$ cat src/rtl/cfg_hdr_pkg.sv
package cfg_hdr_pkg;

  localparam int WORD_W = 32;
  localparam int LANES  = WORD_W / 8;

  // Doubleword indexes decoded by the header.
  localparam int DW_IDENT = 0;
  localparam int DW_CMDST = 1;
  localparam int DW_CLASS = 2;
  localparam int DW_MISC  = 3;
  localparam int DW_BASE  = 4;

  typedef struct packed {
    logic parity;
    logic mabort;
    logic tabort_rcv;
    logic tabort_sig;
  } bus_evt_t;

  // Byte-lane write merge: only bits both enabled by a lane and writable move.
  function automatic logic [WORD_W-1:0] lane_merge(
    input logic [WORD_W-1:0] old_w,
    input logic [WORD_W-1:0] new_w,
    input logic [LANES-1:0]  be,
    input logic [WORD_W-1:0] wmask
  );
    logic [WORD_W-1:0] lm;
    for (int i = 0; i < LANES; i++) lm[8*i +: 8] = be[i] ? 8'hFF : 8'h00;
    return (old_w & ~(lm & wmask)) | (new_w & lm & wmask);
  endfunction

endpackage

$ cat src/rtl/cfg_cmd_stat.sv
module cfg_cmd_stat
  import cfg_hdr_pkg::*;
(
  input  logic              clk,
  input  logic              rst,
  input  logic              wr_sel,
  input  logic [LANES-1:0]  be,
  input  logic [WORD_W-1:0] wdata,
  input  bus_evt_t          evt,
  output logic [15:0]       cmd_o,
  output logic [15:0]       stat_o
);

  localparam logic [WORD_W-1:0] CMD_WMASK = 32'h0000_0006;

  logic [WORD_W-1:0] cmd_q;
  bus_evt_t          sticky_q;
  bus_evt_t          clr;

  // Write-one-to-clear, only through the top byte lane.
  always_comb begin
    clr = '0;
    if (wr_sel && be[LANES-1]) begin
      clr.parity     = wdata[31];
      clr.mabort     = wdata[29];
      clr.tabort_rcv = wdata[28];
      clr.tabort_sig = wdata[27];
    end
  end

  always_ff @(posedge clk) begin
    if (rst) begin
      cmd_q    <= '0;
      sticky_q <= '0;
    end else begin
      if (wr_sel) cmd_q <= lane_merge(cmd_q, wdata, be, CMD_WMASK);
      // An event outranks a simultaneous clear.
      sticky_q <= (sticky_q & ~clr) | evt;
    end
  end

  assign cmd_o  = cmd_q[15:0] | cmd_q[31:16];
  assign stat_o = {sticky_q.parity, 1'b0, sticky_q.mabort, sticky_q.tabort_rcv,
                   sticky_q.tabort_sig, 2'b00, 1'b0, 1'b0, 7'b0};

endmodule

$ cat src/rtl/cfg_bar_lat.sv
module cfg_bar_lat
  import cfg_hdr_pkg::*;
#(
  parameter int WIN_BITS = 12,
  parameter int LAT_RO   = 3
) (
  input  logic              clk,
  input  logic              rst,
  input  logic              wr_misc,
  input  logic              wr_base,
  input  logic [LANES-1:0]  be,
  input  logic [WORD_W-1:0] wdata,
  input  logic              mem_en,
  input  logic [WORD_W-1:0] mem_addr,
  output logic [WORD_W-1:0] misc_o,
  output logic [WORD_W-1:0] base_o,
  output logic              hit_o
);

  localparam logic [WORD_W-1:0] LAT_FIXED  = WORD_W'((64'd1 << LAT_RO) - 1) << 8;
  localparam logic [WORD_W-1:0] MISC_WMASK = 32'h0000_FF00 & ~LAT_FIXED;
  localparam logic [WORD_W-1:0] BASE_WMASK = ~WORD_W'((64'd1 << WIN_BITS) - 1);

  logic [WORD_W-1:0] misc_q;
  logic [WORD_W-1:0] base_q;
  logic              hit_q;

  always_ff @(posedge clk) begin
    if (rst) begin
      misc_q <= '0;
      base_q <= '0;
      hit_q  <= 1'b0;
    end else begin
      if (wr_misc) misc_q <= lane_merge(misc_q, wdata, be, MISC_WMASK);
      if (wr_base) base_q <= lane_merge(base_q, wdata, be, BASE_WMASK);
      hit_q <= mem_en && ((mem_addr & BASE_WMASK) == base_q);
    end
  end

  assign misc_o = misc_q;
  assign base_o = base_q;
  assign hit_o  = hit_q;

endmodule

$ cat src/rtl/cfg_rd_mux.sv
module cfg_rd_mux
  import cfg_hdr_pkg::*;
#(
  parameter int DW_W = 6
) (
  input  logic              clk,
  input  logic              rst,
  input  logic              rd_req,
  input  logic [DW_W-1:0]   dw,
  input  logic [WORD_W-1:0] ident_w,
  input  logic [WORD_W-1:0] cmdst_w,
  input  logic [WORD_W-1:0] class_w,
  input  logic [WORD_W-1:0] misc_w,
  input  logic [WORD_W-1:0] base_w,
  output logic [WORD_W-1:0] rdata,
  output logic              rvalid
);

  logic [WORD_W-1:0] sel_w;

  always_comb begin
    case (int'(dw))
      DW_IDENT: sel_w = ident_w;
      DW_CMDST: sel_w = cmdst_w;
      DW_CLASS: sel_w = class_w;
      DW_MISC:  sel_w = misc_w;
      DW_BASE:  sel_w = base_w;
      default:  sel_w = '0;
    endcase
  end

  always_ff @(posedge clk) begin
    if (rst) begin
      rdata  <= '0;
      rvalid <= 1'b0;
    end else begin
      rvalid <= rd_req;
      if (rd_req) rdata <= sel_w;
    end
  end

endmodule

$ cat src/rtl/cfg_space_hdr.sv
module cfg_space_hdr
  import cfg_hdr_pkg::*;
#(
  parameter int          CFG_BYTES  = 256,
  parameter logic [15:0] DEV_ID     = 16'h6057,
  parameter logic [15:0] VEN_ID     = 16'h11DE,
  parameter logic [23:0] CLASS_CODE = 24'h040000,
  parameter logic [7:0]  REV_ID     = 8'h01,
  parameter int          WIN_BITS   = 12,
  parameter int          LAT_RO     = 3
) (
  input  logic                           clk,
  input  logic                           rst,
  input  logic                           cfg_req,
  input  logic                           cfg_wr,
  input  logic [$clog2(CFG_BYTES/4)-1:0] cfg_dw,
  input  logic [3:0]                     cfg_be,
  input  logic [31:0]                    cfg_wdata,
  output logic [31:0]                    cfg_rdata,
  output logic                           cfg_rvalid,
  input  logic                           ev_parity,
  input  logic                           ev_mabort,
  input  logic                           ev_tabort_rcv,
  input  logic                           ev_tabort_sig,
  input  logic [31:0]                    mem_addr,
  output logic                           mem_hit,
  output logic                           mem_space_en,
  output logic                           bus_master_en,
  output logic [7:0]                     lat_timer
);

  localparam int DW_W = $clog2(CFG_BYTES / 4);

  logic              wr_cmdst, wr_misc, wr_base, rd_req;
  logic [15:0]       cmd_w, stat_w;
  logic [WORD_W-1:0] misc_w, base_w;
  bus_evt_t          evt;

  assign wr_cmdst = cfg_req && cfg_wr && (int'(cfg_dw) == DW_CMDST);
  assign wr_misc  = cfg_req && cfg_wr && (int'(cfg_dw) == DW_MISC);
  assign wr_base  = cfg_req && cfg_wr && (int'(cfg_dw) == DW_BASE);
  assign rd_req   = cfg_req && !cfg_wr;

  assign evt = '{parity: ev_parity, mabort: ev_mabort,
                 tabort_rcv: ev_tabort_rcv, tabort_sig: ev_tabort_sig};

  cfg_cmd_stat u_cmd (
    .clk    (clk),
    .rst    (rst),
    .wr_sel (wr_cmdst),
    .be     (cfg_be),
    .wdata  (cfg_wdata),
    .evt    (evt),
    .cmd_o  (cmd_w),
    .stat_o (stat_w)
  );

  cfg_bar_lat #(.WIN_BITS(WIN_BITS), .LAT_RO(LAT_RO)) u_bar (
    .clk      (clk),
    .rst      (rst),
    .wr_misc  (wr_misc),
    .wr_base  (wr_base),
    .be       (cfg_be),
    .wdata    (cfg_wdata),
    .mem_en   (cmd_w[1]),
    .mem_addr (mem_addr),
    .misc_o   (misc_w),
    .base_o   (base_w),
    .hit_o    (mem_hit)
  );

  cfg_rd_mux #(.DW_W(DW_W)) u_rd (
    .clk     (clk),
    .rst     (rst),
    .rd_req  (rd_req),
    .dw      (cfg_dw),
    .ident_w ({DEV_ID, VEN_ID}),
    .cmdst_w ({stat_w, cmd_w}),
    .class_w ({CLASS_CODE, REV_ID}),
    .misc_w  (misc_w),
    .base_w  (base_w),
    .rdata   (cfg_rdata),
    .rvalid  (cfg_rvalid)
  );

  assign mem_space_en  = cmd_w[1];
  assign bus_master_en = cmd_w[2];
  assign lat_timer     = misc_w[15:8];

endmodule

$ cat config.mk
export PLATFORM = sky130hd
export DESIGN_NAME = cfg_space_hdr
export DESIGN_NICKNAME = d
export VERILOG_FILES = /design/src/rtl/cfg_hdr_pkg.sv /design/src/rtl/cfg_cmd_stat.sv /design/src/rtl/cfg_bar_lat.sv /design/src/rtl/cfg_rd_mux.sv /design/src/rtl/cfg_space_hdr.sv
export SDC_FILE = /design/constraint.sdc
export NUM_CORES = 1
export LEC_CHECK = 0
export ABC_AREA = 1
export BUFFER_PORTS_ARGS = -buffer_cell sky130_fd_sc_hd__buf_2
export CORE_MARGIN = 1
export CORE_UTILIZATION = 52
export CTS_BUF_LIST = sky130_fd_sc_hd__clkbuf_8
export DETAILED_ROUTE_END_ITERATION = 10
export PLACE_DENSITY = 0.86
export RECOVER_POWER = 50
export SLEW_MARGIN = 15
export SYNTH_ARGS = -nofsm -noshare
export SYNTH_HDL_FRONTEND = slang
export SYNTH_SLANG_ARGS = --single-unit
$ cat constraint.sdc
create_clock -name clk -period 3.55 [get_ports clk]
set_clock_uncertainty 0.15 [all_clocks]
set_input_delay 0.71 -clock clk [delete_from_list [all_inputs] [get_ports clk]]
set_output_delay 0.71 -clock clk [all_outputs]
set_load 0.02 [all_outputs]
After elaboration in Yosys (flattened, before gate mapping)
Index checks and enable logic that the tools add are counted.
- register bits after elaboration: 134
- input port bits: 82
- output and inout port bits: 44
- logic and storage cells: 47
- equal/unequal tests: 8
- mux-type cells: 6
- bitwise gates (word level): 14
- reductions and logical operators: 9
- operators by type and width (kind ; count):
    32-bit one-hot mux with 5 select lines ; 1
    32-bit bitwise AND ; 4
    32-bit equality test ; 1
    8-bit 2-to-1 mux ; 4
    16-bit NOT with 32-bit output ; 1
    3-bit NOT with 32-bit output ; 1
    32-bit NOT ; 1
    32-bit by 16-bit bitwise OR with 32-bit output ; 1
    32-bit by 3-bit bitwise OR with 32-bit output ; 1
    32-bit bitwise OR ; 1
    6-bit by 2-bit equality test with 1-bit output (second input constant) ; 3
    16-bit bitwise OR ; 1
    6-bit by 3-bit equality test with 1-bit output (second input constant) ; 2
    1-bit logical AND ; 7
    6-bit by 1-bit equality test with 1-bit output (second input constant) ; 1
    6-bit by 4-bit equality test with 1-bit output (second input constant) ; 1
    6-bit logical NOT ; 1
    4-bit bitwise AND ; 1
    4-bit 2-to-1 mux ; 1
    4-bit NOT ; 1
    4-bit bitwise OR ; 1
    1-bit logical NOT ; 1

Depth between registers and ports, before layout
- depth after elaboration: 7
- depth in mapped cells: 8
- mapped depth without buffers: 8

Hierarchy
A second synthesis with hierarchy kept.
- cell total of the unflattened synthesis: 758
- area, all modules: 4773.3 sq um
- modules (own cells, without submodules) (module ; times used ; cells an instance ; area an instance (sq um)):
    cfg_rd_mux ; 1 ; 446 ; 2695.1
    cfg_bar_lat ; 1 ; 232 ; 1557.7
    cfg_cmd_stat ; 1 ; 58 ; 427.9
    cfg_space_hdr ; 1 ; 22 ; 92.6

Worst setup path after synthesis
OpenSTA, ideal clock, no wires.
- path kind: in2reg
- from: in cfg_dw[1]
- to: reg (tool-made name)
- library setup time: 113 ps
- arrival: 1557 ps
- required time: 3287 ps
- path slack: 1730 ps
- cell stages on the path: 7
- buffers on the path: 1
- path through: nor2_4 -> nand3_4 -> nor2_8 -> nand3_2 -> buf_6 -> nor2_1 -> nor2_1
- RTL lines (what ; RTL line ; RTL):
    start, declared ; cfg_space_hdr.sv:16 ; input logic [$clog2(CFG_BYTES/4)-1:0] cfg_dw,

==> parameters.txt <==
Parameter                              Value

STA
  Slew at the pin closest to its max-slew limit ... 0.750 ns
  Final setup violating endpoints ... 0
  Unrepaired setup endpoints after global routing ... false
  Final critical-path share of the clock period ... 0.742
  Final worst-path setup slack ... 0.917 ns
  Worst relative slew slack ... 0.498
  Hold violation count in the final report ... 0
  Max-slew violations ... 0
  Worst hold slack after final layout ... 0.313 ns
  Crit path time final ... 2.63 ns
  FMAX ... 380 MHz
  Total Neg Setup Slack ... 0 ns

Worst setup path
  Cell occurring most often along the worst timing path ... sky130_fd_sc_hd__nor2_1
  Crit path max-delay cell type ... sky130_fd_sc_hd__nor2_1
  Worst path max stage delay ... 0.55 ns
  Worst setup path class ... primary input to flip-flop
  CP arrival ... 2.71 ns
  Sort of element at the end of the critical path ... flip-flop
  Required time reported for the critical path endpoint ... 3.62 ns
  Critical path fanouts, max ... 16
  Largest delay share family, worst path ... simple AND/OR/NAND/NOR gates
  Nature of the critical path startpoint ... primary input
  Worst path cell trace ... clkbuf_1 -> nor2_1 -> nand3_1 -> nor2_1 -> nand3_2 -> nor2_1 -> nor2_1
  Number of buffers and inverters on the critical path ... 1

Synth
  Leading cell types by total area after synthesis ... sky130_fd_sc_hd__dfxtp_1 42%, sky130_fd_sc_hd__nand2_1 18%, sky130_fd_sc_hd__nor2_1 9.0%, sky130_fd_sc_hd__a21oi_1 5.7%, sky130_fd_sc_hd__inv_1 4.7%
  Async S/R FF share, synth ... 0
  Prevailing post-synth register cell ... sky130_fd_sc_hd__dfxtp_1
  Number of enable-type register cells in the synthesized netlist ... 0
  Post-synthesis average cell area ... 6.71 um^2
  Library cells used by synthesis ... 25
  Most frequently used cell type in the post-synthesis netlist ... sky130_fd_sc_hd__nand2_1
  Post-synthesis instance total ... 416
  Cell Area, Synth ... 2790 um^2
  Most common library cells after synthesis ... 134 x sky130_fd_sc_hd__nand2_1, 67 x sky130_fd_sc_hd__nor2_1, 58 x sky130_fd_sc_hd__dfxtp_1
  Share of the synthesized area in the top cell type ... 0.416
  Leading area contributor after synthesis ... sky130_fd_sc_hd__dfxtp_1
  Syn. warnings ... 0
  Portion of the post-synthesis area used by sequential elements ... 0.416
  Register bit count reported by yosys ... 58

Routing
  Sum of routed wire length over all layers ... 7300 um
  DR pass1 iterations ... 5
  Number of vias in the routed layout ... 2953
  Number of nets still failing antenna checks after routing ... 0
  Number of DRC violations after detailed-routing iteration 0 ... 237
  Post-DR vias/cell ... 5.07
  Remaining DRCs ... 0
  Wire per inst ... 12.5 um

Clocking
  Worst skew pair latency ... 0.33 ns
  Number of clock sinks ... 58
  Post-cts repair resize count ... 0
  Max H-tree Level ... 3
  Clock root buffer ... sky130_fd_sc_hd__clkbuf_8
  Clock Pin Slew Worst Setup and Hold Paths ... 0.06 ns
  Total CTS buffers ... 9
  Maximum buffer depth of the clock tree ... 2
  Hold buffer count at cts ... 0
  Clock tree from TritonCTS ... built
  Setup Fix Bufs, Post-CTS ... 0

Floorplan
  Vert. Die Dim ... 75.3 um
  Area of the core ... 5140 um^2
  Overall die width ... 75.3 um
  Number of rows created at floorplan ... 26
  Die area ... 5660 um^2
  Initial Util ... 0.543
  I/O pin cnt ... 126

Global route
  Number of global-route vias before repair ... 2635
  Maximum number of pins on one net before global-route repair ... 33
  Number of antenna violations at the first check in global routing ... 0
  Global router's overall resource usage ... 0.280
  Wire length of the first global-routing pass ... 11800 um
  Overflow left after global routing ... 0

Cells and area
  Share of post-route cells with drive strength above 1 ... 0.152
  Storage element area ... 1160 um^2
  Final Instance Count excl. Fillers ... 583
  Final-stage net count ... 591
  FILL cells ... 508
  Layout area overhead ... 20.2%
  Antenna Diode Count ... 0
  Area of the multi-input gates ... 1310 um^2

Outcome
  Result of the run ... completed

Pwr
  Static Leak ... 1.60 nW
  Power per standard cell area ... 415 nW/um^2
  Overall Power ... 0.00139 W
  Peak supply drop ... 0.000229 V

Placement
  Placed cells ... 568
  Number of buffers inserted by port buffering ... 98
  HPWL after detailed placement ... 5370 um
  Pre-CTS setup slack ... 0.918 ns
  Gpl congestion ... 0.895

Job
  MaxCap Viol Count ... 0

Worst hold path
  Hold Crit Class ... flip-flop to flip-flop
-- through the flow --
step                      area [um^2]  utilization
after global placement           3240        0.631
after CTS                        3450        0.670
after detailed placement         3240        0.631
after global routing             3350        0.653
after floorplan                  2810            -
final                            3350        0.653
-- worst paths after layout --
path	startpoint	end	slack, ns	depth (start not counted)
setup / recovery	cfg_dw[1]	flip-flop	0.92	7
hold reg to reg	u_cmd.stat_o[11]$_SDFF_PP0_	u_cmd.stat_o[11]$_SDFF_PP0_	0.31	2
setup reg to reg	flip-flop	u_bar.hit_o$_SDFF_PP0_	2.36	6
hold / removal	u_cmd.stat_o[11]$_SDFF_PP0_	u_cmd.stat_o[11]$_SDFF_PP0_	0.31	2
-- worst register-to-register path, delay by kind of cell, from the launching register on --
kind	cells	cell delay (ns)
compound gates	1	0.14
simple gates	5	0.41
flops	1	0.42
-- where the power goes --
part / leakage (nW) / internal [W] / switching, W
Clock: 0.110 / 0.000374 / 0.000251
Combinational: 1.02 / 0.0000391 / 0.0000687
Sequential: 0.469 / 0.000656 / 0.00000290
-- cells by family after synthesis --
group,after synthesis,share of synthesized area
compound gates,58,0.105
xor+xnor,4,0.0126
buf+inv,61,0.108
flops,58,0.416
other cells,1,0.00134
simple gates,234,0.358
-- layout by cell type, fill, tap and decap left out --
| cell | n |
|---|---|
| sky130_fd_sc_hd__clkbuf_8 | 12 |
| sky130_fd_sc_hd__clkinv_1 | 3 |
| sky130_fd_sc_hd__clkinv_2 | 1 |
| sky130_fd_sc_hd__buf_4 | 1 |
| sky130_fd_sc_hd__inv_2 | 1 |
| sky130_fd_sc_hd__nor2_1 | 71 |
| sky130_fd_sc_hd__inv_1 | 36 |
| sky130_fd_sc_hd__o22ai_1 | 2 |
| sky130_fd_sc_hd__xnor2_1 | 3 |
| sky130_fd_sc_hd__conb_1 | 6 |
| sky130_fd_sc_hd__a21oi_1 | 32 |
| sky130_fd_sc_hd__o21ai_0 | 24 |
| sky130_fd_sc_hd__or2_2 | 1 |
| sky130_fd_sc_hd__buf_2 | 58 |
| sky130_fd_sc_hd__nand4_1 | 13 |
| sky130_fd_sc_hd__nand2_1 | 134 |
| sky130_fd_sc_hd__clkbuf_1 | 40 |
| sky130_fd_sc_hd__dfxtp_1 | 58 |
| sky130_fd_sc_hd__nand3_2 | 2 |
| sky130_fd_sc_hd__nand3_1 | 12 |
| sky130_fd_sc_hd__xor2_1 | 1 |
| sky130_fd_sc_hd__bufinv_16 | 1 |
| sky130_fd_sc_hd__nor2_8 | 1 |
-- final cells by class --
cell class,count,share of cell area
Sequential cell,58,0.346
Clock inverter,3,0.0116
Multi-Input combinational cell,302,0.390
Clock buffer,12,0.0492
Timing Repair Buffer,99,0.134
Tap cell,70,0.0261
Inverter,39,0.0436
-- metal layers --
| layer | wire length, um | vias up | track usage |
|---|---|---|---|
| met3 | 616 | 19 | 0.0656 |
| li1 | - | 1479 | - |
| met1 | 3140 | 1306 | 0.364 |
| met2 | 3340 | 149 | 0.445 |
| met4 | 203 | 0 | 0.123 |
| met5 | 0 | - | 0 |
(Power assumes the default switching activity.)
